File: config.mk
export PLATFORM = sky130hd
export DESIGN_NAME = strap_irq_frontend
export DESIGN_NICKNAME = d
export VERILOG_FILES = /design/src/rtl/strap_irq_pkg.sv /design/src/rtl/irq_sync.sv /design/src/rtl/irq_line_ctl.sv /design/src/rtl/mode_capture.sv /design/src/rtl/strap_irq_frontend.sv
export SDC_FILE = /design/constraint.sdc
export NUM_CORES = 1
export LEC_CHECK = 0
export ABC_AREA = 0
export BUFFER_PORTS_ARGS = -buffer_cell sky130_fd_sc_hd__buf_2
export CORE_MARGIN = 2
export CORE_UTILIZATION = 45
export CTS_BUF_LIST = sky130_fd_sc_hd__clkbuf_8
export DETAILED_ROUTE_END_ITERATION = 6
export HOLD_SLACK_MARGIN = 0.12
export PLACE_DENSITY_LB_ADDON = 0.2
export SYNTH_ARGS = -nofsm -noshare
export SYNTH_HDL_FRONTEND = slang
export SYNTH_SLANG_ARGS = --single-unit
File: constraint.sdc
create_clock -name clk -period 1.6 [get_ports clk]
set_input_delay 0.32 -clock clk [delete_from_list [all_inputs] [get_ports clk]]
set_output_delay 0.32 -clock clk [all_outputs]
set_load 0.05 [all_outputs]
File: src/rtl/strap_irq_pkg.sv
package strap_irq_pkg;

    localparam int unsigned NUM_LINES   = 4;
    localparam int unsigned SYNC_STAGES = 2;

    typedef enum logic {
        TRIG_LEVEL = 1'b0,
        TRIG_FALL  = 1'b1
    } trig_e;

    // Per-line observation of the synchronized pin
    typedef struct packed {
        logic active;  // pin currently asserted (low)
        logic fell;    // asserted now, not asserted one cycle ago
    } line_obs_t;

    // Strap decoding: asserted (low) pin reads as a 1 bit
    function automatic logic [NUM_LINES-1:0] strap_decode(
        input logic [NUM_LINES-1:0] pin_lvl
    );
        return ~pin_lvl;
    endfunction

endpackage

File: src/rtl/irq_sync.sv
module irq_sync #(
    parameter int unsigned STAGES = strap_irq_pkg::SYNC_STAGES
) (
    input  logic clk,
    input  logic d,
    output logic q
);
    localparam int unsigned LAST = STAGES - 1;

    logic [STAGES-1:0] stg;

    // Free-running so straps are visible during reset
    always_ff @(posedge clk) begin
        stg <= {stg[LAST-1:0], d};
    end

    assign q = stg[LAST];
endmodule

File: src/rtl/irq_line_ctl.sv
module irq_line_ctl
    import strap_irq_pkg::*;
(
    input  logic  clk,
    input  logic  rst,
    input  logic  pin_n_sync,
    input  trig_e trig,
    input  logic  en,
    input  logic  ack,
    output logic  req
);
    line_obs_t obs;
    logic      act_d1;
    logic      pend_q;
    logic      raw_req;

    // Delay flop tracks through reset so a strap held low gives no edge
    always_ff @(posedge clk) begin
        act_d1 <= obs.active;
    end

    always_comb begin
        obs.active = ~pin_n_sync;
        obs.fell   = obs.active & ~act_d1;
    end

    always_ff @(posedge clk) begin
        if (rst) begin
            pend_q <= 1'b0;
        end else if (trig == TRIG_FALL) begin
            if (obs.fell)
                pend_q <= 1'b1;      // new event beats acknowledge
            else if (ack)
                pend_q <= 1'b0;
        end else begin
            pend_q <= 1'b0;
        end
    end

    always_comb begin
        raw_req = (trig == TRIG_FALL) ? pend_q : obs.active;
        req     = raw_req & en & ~rst;
    end
endmodule

File: src/rtl/mode_capture.sv
module mode_capture
    import strap_irq_pkg::*;
#(
    parameter int unsigned N_LINES = NUM_LINES
) (
    input  logic               clk,
    input  logic               rst,
    input  logic [N_LINES-1:0] pin_n_sync,
    output logic [N_LINES-1:0] mode
);
    // Loads throughout reset, frozen once reset drops
    always_ff @(posedge clk) begin
        if (rst)
            mode <= strap_decode(pin_n_sync);
    end
endmodule

File: src/rtl/strap_irq_frontend.sv
module strap_irq_frontend
    import strap_irq_pkg::*;
#(
    parameter int unsigned N_LINES = NUM_LINES,
    parameter int unsigned N_SYNC  = SYNC_STAGES
) (
    input  logic               clk,
    input  logic               rst,
    input  logic [N_LINES-1:0] req_n_pin,
    input  logic [N_LINES-1:0] cfg_edge,
    input  logic [N_LINES-1:0] irq_en,
    input  logic [N_LINES-1:0] ack,
    input  logic               in_stop,
    output logic [N_LINES-1:0] op_mode,
    output logic [N_LINES-1:0] irq_req,
    output logic               wake,
    output logic               stop_exit
);
    localparam int unsigned STOP_LINE = 0;

    logic [N_LINES-1:0] pin_n_sync;

    for (genvar i = 0; i < N_LINES; i++) begin : g_line
        irq_sync #(.STAGES(N_SYNC)) u_sync (
            .clk (clk),
            .d   (req_n_pin[i]),
            .q   (pin_n_sync[i])
        );

        irq_line_ctl u_ctl (
            .clk        (clk),
            .rst        (rst),
            .pin_n_sync (pin_n_sync[i]),
            .trig       (trig_e'(cfg_edge[i])),
            .en         (irq_en[i]),
            .ack        (ack[i]),
            .req        (irq_req[i])
        );
    end

    mode_capture #(.N_LINES(N_LINES)) u_mode (
        .clk        (clk),
        .rst        (rst),
        .pin_n_sync (pin_n_sync),
        .mode       (op_mode)
    );

    assign wake      = |irq_req;
    assign stop_exit = in_stop & ~pin_n_sync[STOP_LINE] & ~rst;
endmodule

==> results.md, run 1 <==
### Status
• **status** finished, final reports clean

### Detailed routing
• **first drt pass iteration count** 3
• **WL final** 1140 µm
• **detail-routed via count per cell** 4.74
• **number of remaining DRC errors** 0
• **drt wl/cell** 10.8 µm
• **via count of the routed design** 502
• **starting DRC count in detailed routing** 3
• **number of routed nets with antenna violations** 0

### Power and ir drop
• **power per standard cell area** 1110 nW/µm²
• **internal power** 0.756 mW
• **part of the total power dissipated in sequential elements** 55.2%
• **Clk pwr share** 32.8%
• **share of power burned in combinational logic** 12.0%
• **fraction of power spent switching nets** 24.1%
• **NetSw** 0.240 mW
• **leakage dissipation** 0.459 nW
• **maximum vdd ir drop** 640 µV

### Cells and area
• **area used by multi-input combinational logic** 203 µm²
• **count of antenna diodes in the layout** 0
• **number of filler instances in the final layout** 130
• **Layout area overhead** 28.8%
• **Design Area, Final** 901 µm²
• **number of nets in the final layout** 110
• **fraction of final layout cells with drive strength greater than 1** 51.1%
• **register cell area after layout** 442 µm²

### Worst setup path
• **origin of the critical flop-to-flop path** g_line[2].u_sync.stg[1]
• **r2r endpoint** g_line[2].u_ctl.pend_q
• **kind of critical path** flip-flop to output port
• **ordered cell list for the critical path** and2_4 -> o21ai_2 -> o2111ai_2 -> clkbuf_4
• **reg-to-reg slack, setup** 840 ps
• **nature of the critical path startpoint** flip-flop
• **largest incremental delay on the critical path** 310 ps
• **slowest CP cell** dfxtp_1
• **kind of end point of the critical path** output port
• **critical path launch point** g_line[2].u_ctl.pend_q
• **CP Data Arrival Time** 1210 ps
• **Max FO, Critical Path** 2
• **cells on worst reg2reg path** 2
• **required time worst endpoint** 1280 ps

### Global route
• **largest net degree at the start of global routing** 12
• **antenna violations before repair** 0
• **via count of the first global-routing pass** 480
• **global-route usage over all layers** 14.5%
• **wire length of the first global-routing pass** 1900 µm
• **final global-route overflow total** 0

### Synthesis
• **number of synthesized flops with an enable pin** 4
• **sequential area share after synthesis** 63.0%
• **synthesized area per cell** 11.5 µm²
• **total standard cell area after synthesis** 699 µm²
• **most instantiated flip-flop cell in the synthesis netlist** dfxtp_1
• **post-synthesis cell type with the largest combined area** dfxtp_1
• **fraction of synthesized area in multiplexers** 0%
• **share of synthesized registers carrying an async set or reset** 0%
• **number of storage elements in the synthesis netlist** 20
• **synthesized-area fraction occupied by ao, oa, aoi and oai cells** 9.30%
• **Warnings, synthesis** 0
• **nets in the synthesized netlist** 80
• **cell types with the highest counts after synthesis** dfxtp_1, inv_1, nor2_1
• **Synth Area in Adders** 0%
• **XOR/XNOR Fraction of Synth Area** 0%
• **most repeated cell in the gate-level netlist after synthesis** dfxtp_1
• **Synth Area in Simple Gates** 17.5%
• **largest family of logic cells by synthesized area** simple AND/OR/NAND/NOR gates
• **cell count after synthesis** 61
• **number of distinct library cells after synthesis** 15
• **leading post-synthesis cells by cell area** dfxtp_1, edfxtp_1, inv_1
• **area share of the largest cell type after synthesis** 45.8%

### Clock network
• **hold-fix buffers at CTS** 0
• **H-tree depth** 1
• **setup fix buffers added after clock tree synthesis** 0
• **clock network latency to the later pin of the worst-skew pair** 260 ps
• **clock root buffer** clkbuf_8
• **CTS tree** yes
• **register clock-pin slew on the reported worst setup and hold paths** 70 ps
• **CTS Sinks** 20
• **count of instances resized after the clock tree is built** 0
• **number of buffers created by CTS** 3
• **maximum buffer depth of the clock tree** 2

### Die
• **Die W** 43.4 µm
• **DIE AREA** 1890 µm²
• **effective utilization at floorplan** 47.0%
• **height of the die** 43.4 µm
• **Core Box Area** 1490 µm²
• **standard-cell rows** 14
• **I/O pin cnt** 29

### Hold path
• **endpoint of the worst hold path** g_line[0].u_sync.stg[0]
• **count of cells along the worst hold path** 1
• **min-delay worst type** primary input to flip-flop
• **Min-Delay Startpoint** req_n_pin[0]

### Timing
• **unrepaired setup endpoints after global routing** no
• **Max Clk Rate** 654 MHz
• **transition at the pin with the smallest max-transition slack** 259 ps
• **final critical-path share of the clock period** 95.6%
• **Rel. slew slack** 82.9%
• **max-slew violation total from the final report** 0
• **final critical-path required period** 1530 ps
• **# setup viols final** 0
• **hold violation count in the final report** 0
• **final clock skew** 1.02 ps
• **Final TNS setup** 0 ps

### Placement
• **hpwl dp** 911 µm
• **total placed instance area** 848 µm²
• **gpl congestion** 0.665
• **Buffers on Ports** 28

### Run
• **number of max-cap violations** 0

power groups by stage:
| stage | Sequential, mW | Combinational (mW) | Clock (mW) |
|---|---|---|---|
| floorplan | 0.578 | 0.0591 | 0 |
| global placement | 0.560 | 0.117 | 0 |
| detailed placement | 0.561 | 0.119 | 0 |
| CTS | 0.550 | 0.119 | 0.336 |
| global route | 0.552 | 0.129 | 0.359 |
| finish | 0.550 | 0.120 | 0.326 |
worst max-delay path by stage:
stage | endpoint | slack [ps] | cells past startpoint
floorplan | stop_exit | 280 | 1
global placement | wake | 170 | 4
detailed placement | wake | 160 | 4
CTS | wake | 40 | 4
global route | wake | 2 | 4
finish | wake | 70 | 4
layer usage:
layer  global-route usage (%)  vias up  part of all wire (%)  wire length, µm
met2                     25.1       20                    53              609
met3                     5.83        3                   8.2               93
met4                     9.09        0                   2.2               25
met5                        0        -                     0                0
li1                         -      251                     -                -
met1                     14.4      228                    36              413
through the flow:
| stage | hold WS, ps | instances | worst slack [ps] | power [mW] | utilization (%) |
|---|---|---|---|---|---|
| 5_1_grt | 148 | 106 | 1.59 | 1.04 | 60.5 |
| 6_report | 159 | 106 | 70.7 | 0.996 | 60.5 |
| 4_1_cts | 154 | 106 | 43.6 | 1.01 | 60.0 |
| 3_5_place_dp | 316 | 102 | 164 | 0.680 | 57.0 |
| 3_3_place_gp | 311 | 102 | 174 | 0.676 | 57.0 |
| 2_1_floorplan | 310 | 61 | 281 | 0.637 | - |
placed cells by master (no fill, tap or decap), drive strengths merged:
master	netlist	final
o22ai	4	4
buf	4	28
and2	3	3
o21ai	3	3
nor3b	1	1
o2111ai	1	1
nor2	5	5
clkbuf	0	4
nand2b	1	1
edfxtp	4	4
dfxtp	16	16
nor2b	3	3
a21oi	1	1
inv	11	12
and3b	4	4
logic make-up (layout without fill, tap and decap cells):
group | count (synthesis) | after routing
DFF | 20 | 20
and+or+nand+nor | 17 | 17
AOI/OAI and AO/OA | 9 | 9
buffers and inverters | 15 | 44
final cells by class:
type / instances / share of cell area [%]
repair buffers: 29 / 16.7
flip-flops and latches: 20 / 49.0
clock buffers: 3 / 4.58
inverters: 11 / 4.58
well taps: 16 / 2.22
multi-input cells: 26 / 22.5
clock inverters: 1 / 0.417
critical path: cells and delay by family, from the launching register on:
| family | cells | cell delay [ps] |
|---|---|---|
| AND/OR/NAND/NOR | 1 | 130 |
| flip-flops | 1 | 310 |
| AO/OA/AOI/OAI | 2 | 290 |
| buffers and inverters | 1 | 220 |
state kept, by name (all words and copies together), names as in the netlist:
name,flops
g_line.u_ctl.act_d1,4
g_line.u_sync.stg,8
g_line.u_ctl.pend_q,4
u_mode.mode,4
Power figures use the tool's default switching activity.
==> run 2: changes to the inputs <==
BUFFER_PORTS_ARGS = -buffer_cell sky130_fd_sc_hd__buf_4   (was -buffer_cell sky130_fd_sc_hd__buf_2)
==> results.md, run 2 (synthesis results as in run 1) <==
### Cells and area
• **number of nets in the final layout** 109
• **commonest cells after routing, fill and taps aside** buf_4, dfxtp_1, inv_1, nor2_1
• **number of flip-flops under the largest register name** 8
• **register with the most flip-flops** g_line.u_sync.stg
• **post-layout util** 66.2%
• **fraction of final layout cells with drive strength greater than 1** 50.6%
• **commonest non-fill, non-tap cell in the layout** buf_4
• **Layout area overhead** 41.0%
• **Final Instance Count excl. Fillers** 105
• **count of antenna diodes in the layout** 0

### Timing
• **Max Clk Rate** 656 MHz
• **max-slew violation total from the final report** 0
• **Final TNS setup** 0 ps
• **hold slack** 168 ps
• **# setup viols final** 0
• **Rel. slew slack** 89.5%
• **unrepaired setup endpoints after global routing** no
• **hold violation count in the final report** 0
• **transition at the pin with the smallest max-transition slack** 158 ps
• **final critical-path required period** 1520 ps
• **final critical-path share of the clock period** 95.2%
• **final clock skew** 1.58 ps

### Clock network
• **count of instances resized after the clock tree is built** 0
• **CTS Sinks** 20
• **H-tree depth** 1
• **clock network latency to the later pin of the worst-skew pair** 250 ps
• **register clock-pin slew on the reported worst setup and hold paths** 70 ps
• **hold-fix buffers at CTS** 0
• **maximum buffer depth of the clock tree** 2
• **setup fix buffers added after clock tree synthesis** 0
• **clock root buffer** clkbuf_8
• **number of buffers created by CTS** 3
• **CTS tree** yes

### Detailed routing
• **via count of the routed design** 484
• **number of routed nets with antenna violations** 0
• **starting DRC count in detailed routing** 1
• **WL final** 1080 µm
• **drt wl/cell** 10.3 µm
• **number of remaining DRC errors** 0
• **first drt pass iteration count** 2
• **detail-routed via count per cell** 4.61

### Global route
• **grt peak-use layer** met2
• **M2 GR Usage** 22.4%
• **Global Route met1 Usage** 13.0%
• **met3 demand-to-capacity share in global routing** 2.50%
• **largest net degree at the start of global routing** 14
• **final global-route overflow total** 0
• **global-route usage over all layers** 12.6%
• **via count of the first global-routing pass** 464
• **wire length of the first global-routing pass** 1710 µm
• **antenna violations before repair** 0

### Status
• **status** finished, final reports clean

### Die
• **standard-cell rows** 14
• **I/O pin cnt** 29
• **Die W** 43.4 µm
• **effective utilization at floorplan** 47.0%
• **DIE AREA** 1890 µm²
• **Core Box Area** 1490 µm²
• **height of the die** 43.4 µm

### Worst setup path
• **required time worst endpoint** 1280 ps
• **CP Data Arrival Time** 1200 ps
• **nature of the critical path startpoint** flip-flop
• **kind of critical path** flip-flop to output port
• **kind of end point of the critical path** output port
• **Max FO, Critical Path** 2

### Placement
• **Buffers on Ports** 28
• **gpl congestion** 0.672
• **total instance count after detailed placement** 101
• **hpwl dp** 859 µm

### Power and ir drop
• **leakage dissipation** 0.482 nW
• **power per standard cell area** 1190 nW/µm²
• **maximum vdd ir drop** 813 µV
• **total power draw** 1.17 mW

### Run
• **number of max-cap violations** 0

### Hold path
• **min-delay worst type** primary input to flip-flop

[run 2: cell count changes in the layout (fill, tap and decap cells not counted), sizes merged]
cell / delta
clkbuf: -1
inv: -1
bufinv: +1
[run 2: final timing paths]
path,slack (ps),from,cells after the start,end
min reg2reg,330,g_line[3].u_sync.stg[0],0,g_line[3].u_sync.stg[1]
max reg2reg,810,g_line[0].u_sync.stg[1],2,g_line[0].u_ctl.pend_q
min,170,req_n_pin[3],1,g_line[3].u_sync.stg[0]
max,80,g_line[2].u_ctl.pend_q,4,wake
[run 2: layout make-up]
class	instances	area, µm²
Sequential cell	20	440
Clock inverter	1	30.0
Clock buffer	3	41.3
Fill cell	117	503
Inverter	11	41.3
Tap cell	16	20.0
Multi-Input combinational cell	26	203
Timing Repair Buffer	28	210
[run 2: report_power, final]
part	internal [mW]	total, mW	switching, mW
Combinational	0.0619	0.136	0.0740
Sequential	0.539	0.549	0.00996
Clock	0.333	0.485	0.152
[run 2: routing by layer]
metal  part of all wire (%)  vias to the layer above  wire [µm]
met1                     39                      218        427
met4                   0.83                        0          9
met2                     53                       17        572
met3                    6.8                        2         74
li1                       -                      247          -
met5                      0                        -          0
[run 2: critical path, cell delays in order, from the launching register on]
cell	delay [ps]
dfxtp_1	310
and2_4	130
o21ai_2	170
o2111ai_2	140
buf_4	210
[run 2: per-stage QoR]
step	instance area, µm²	worst slack, ps
after global placement	911	200
after floorplan	711	281
after detailed placement	911	166
final	986	76.2
after global routing	986	10.6
after CTS	982	51.8
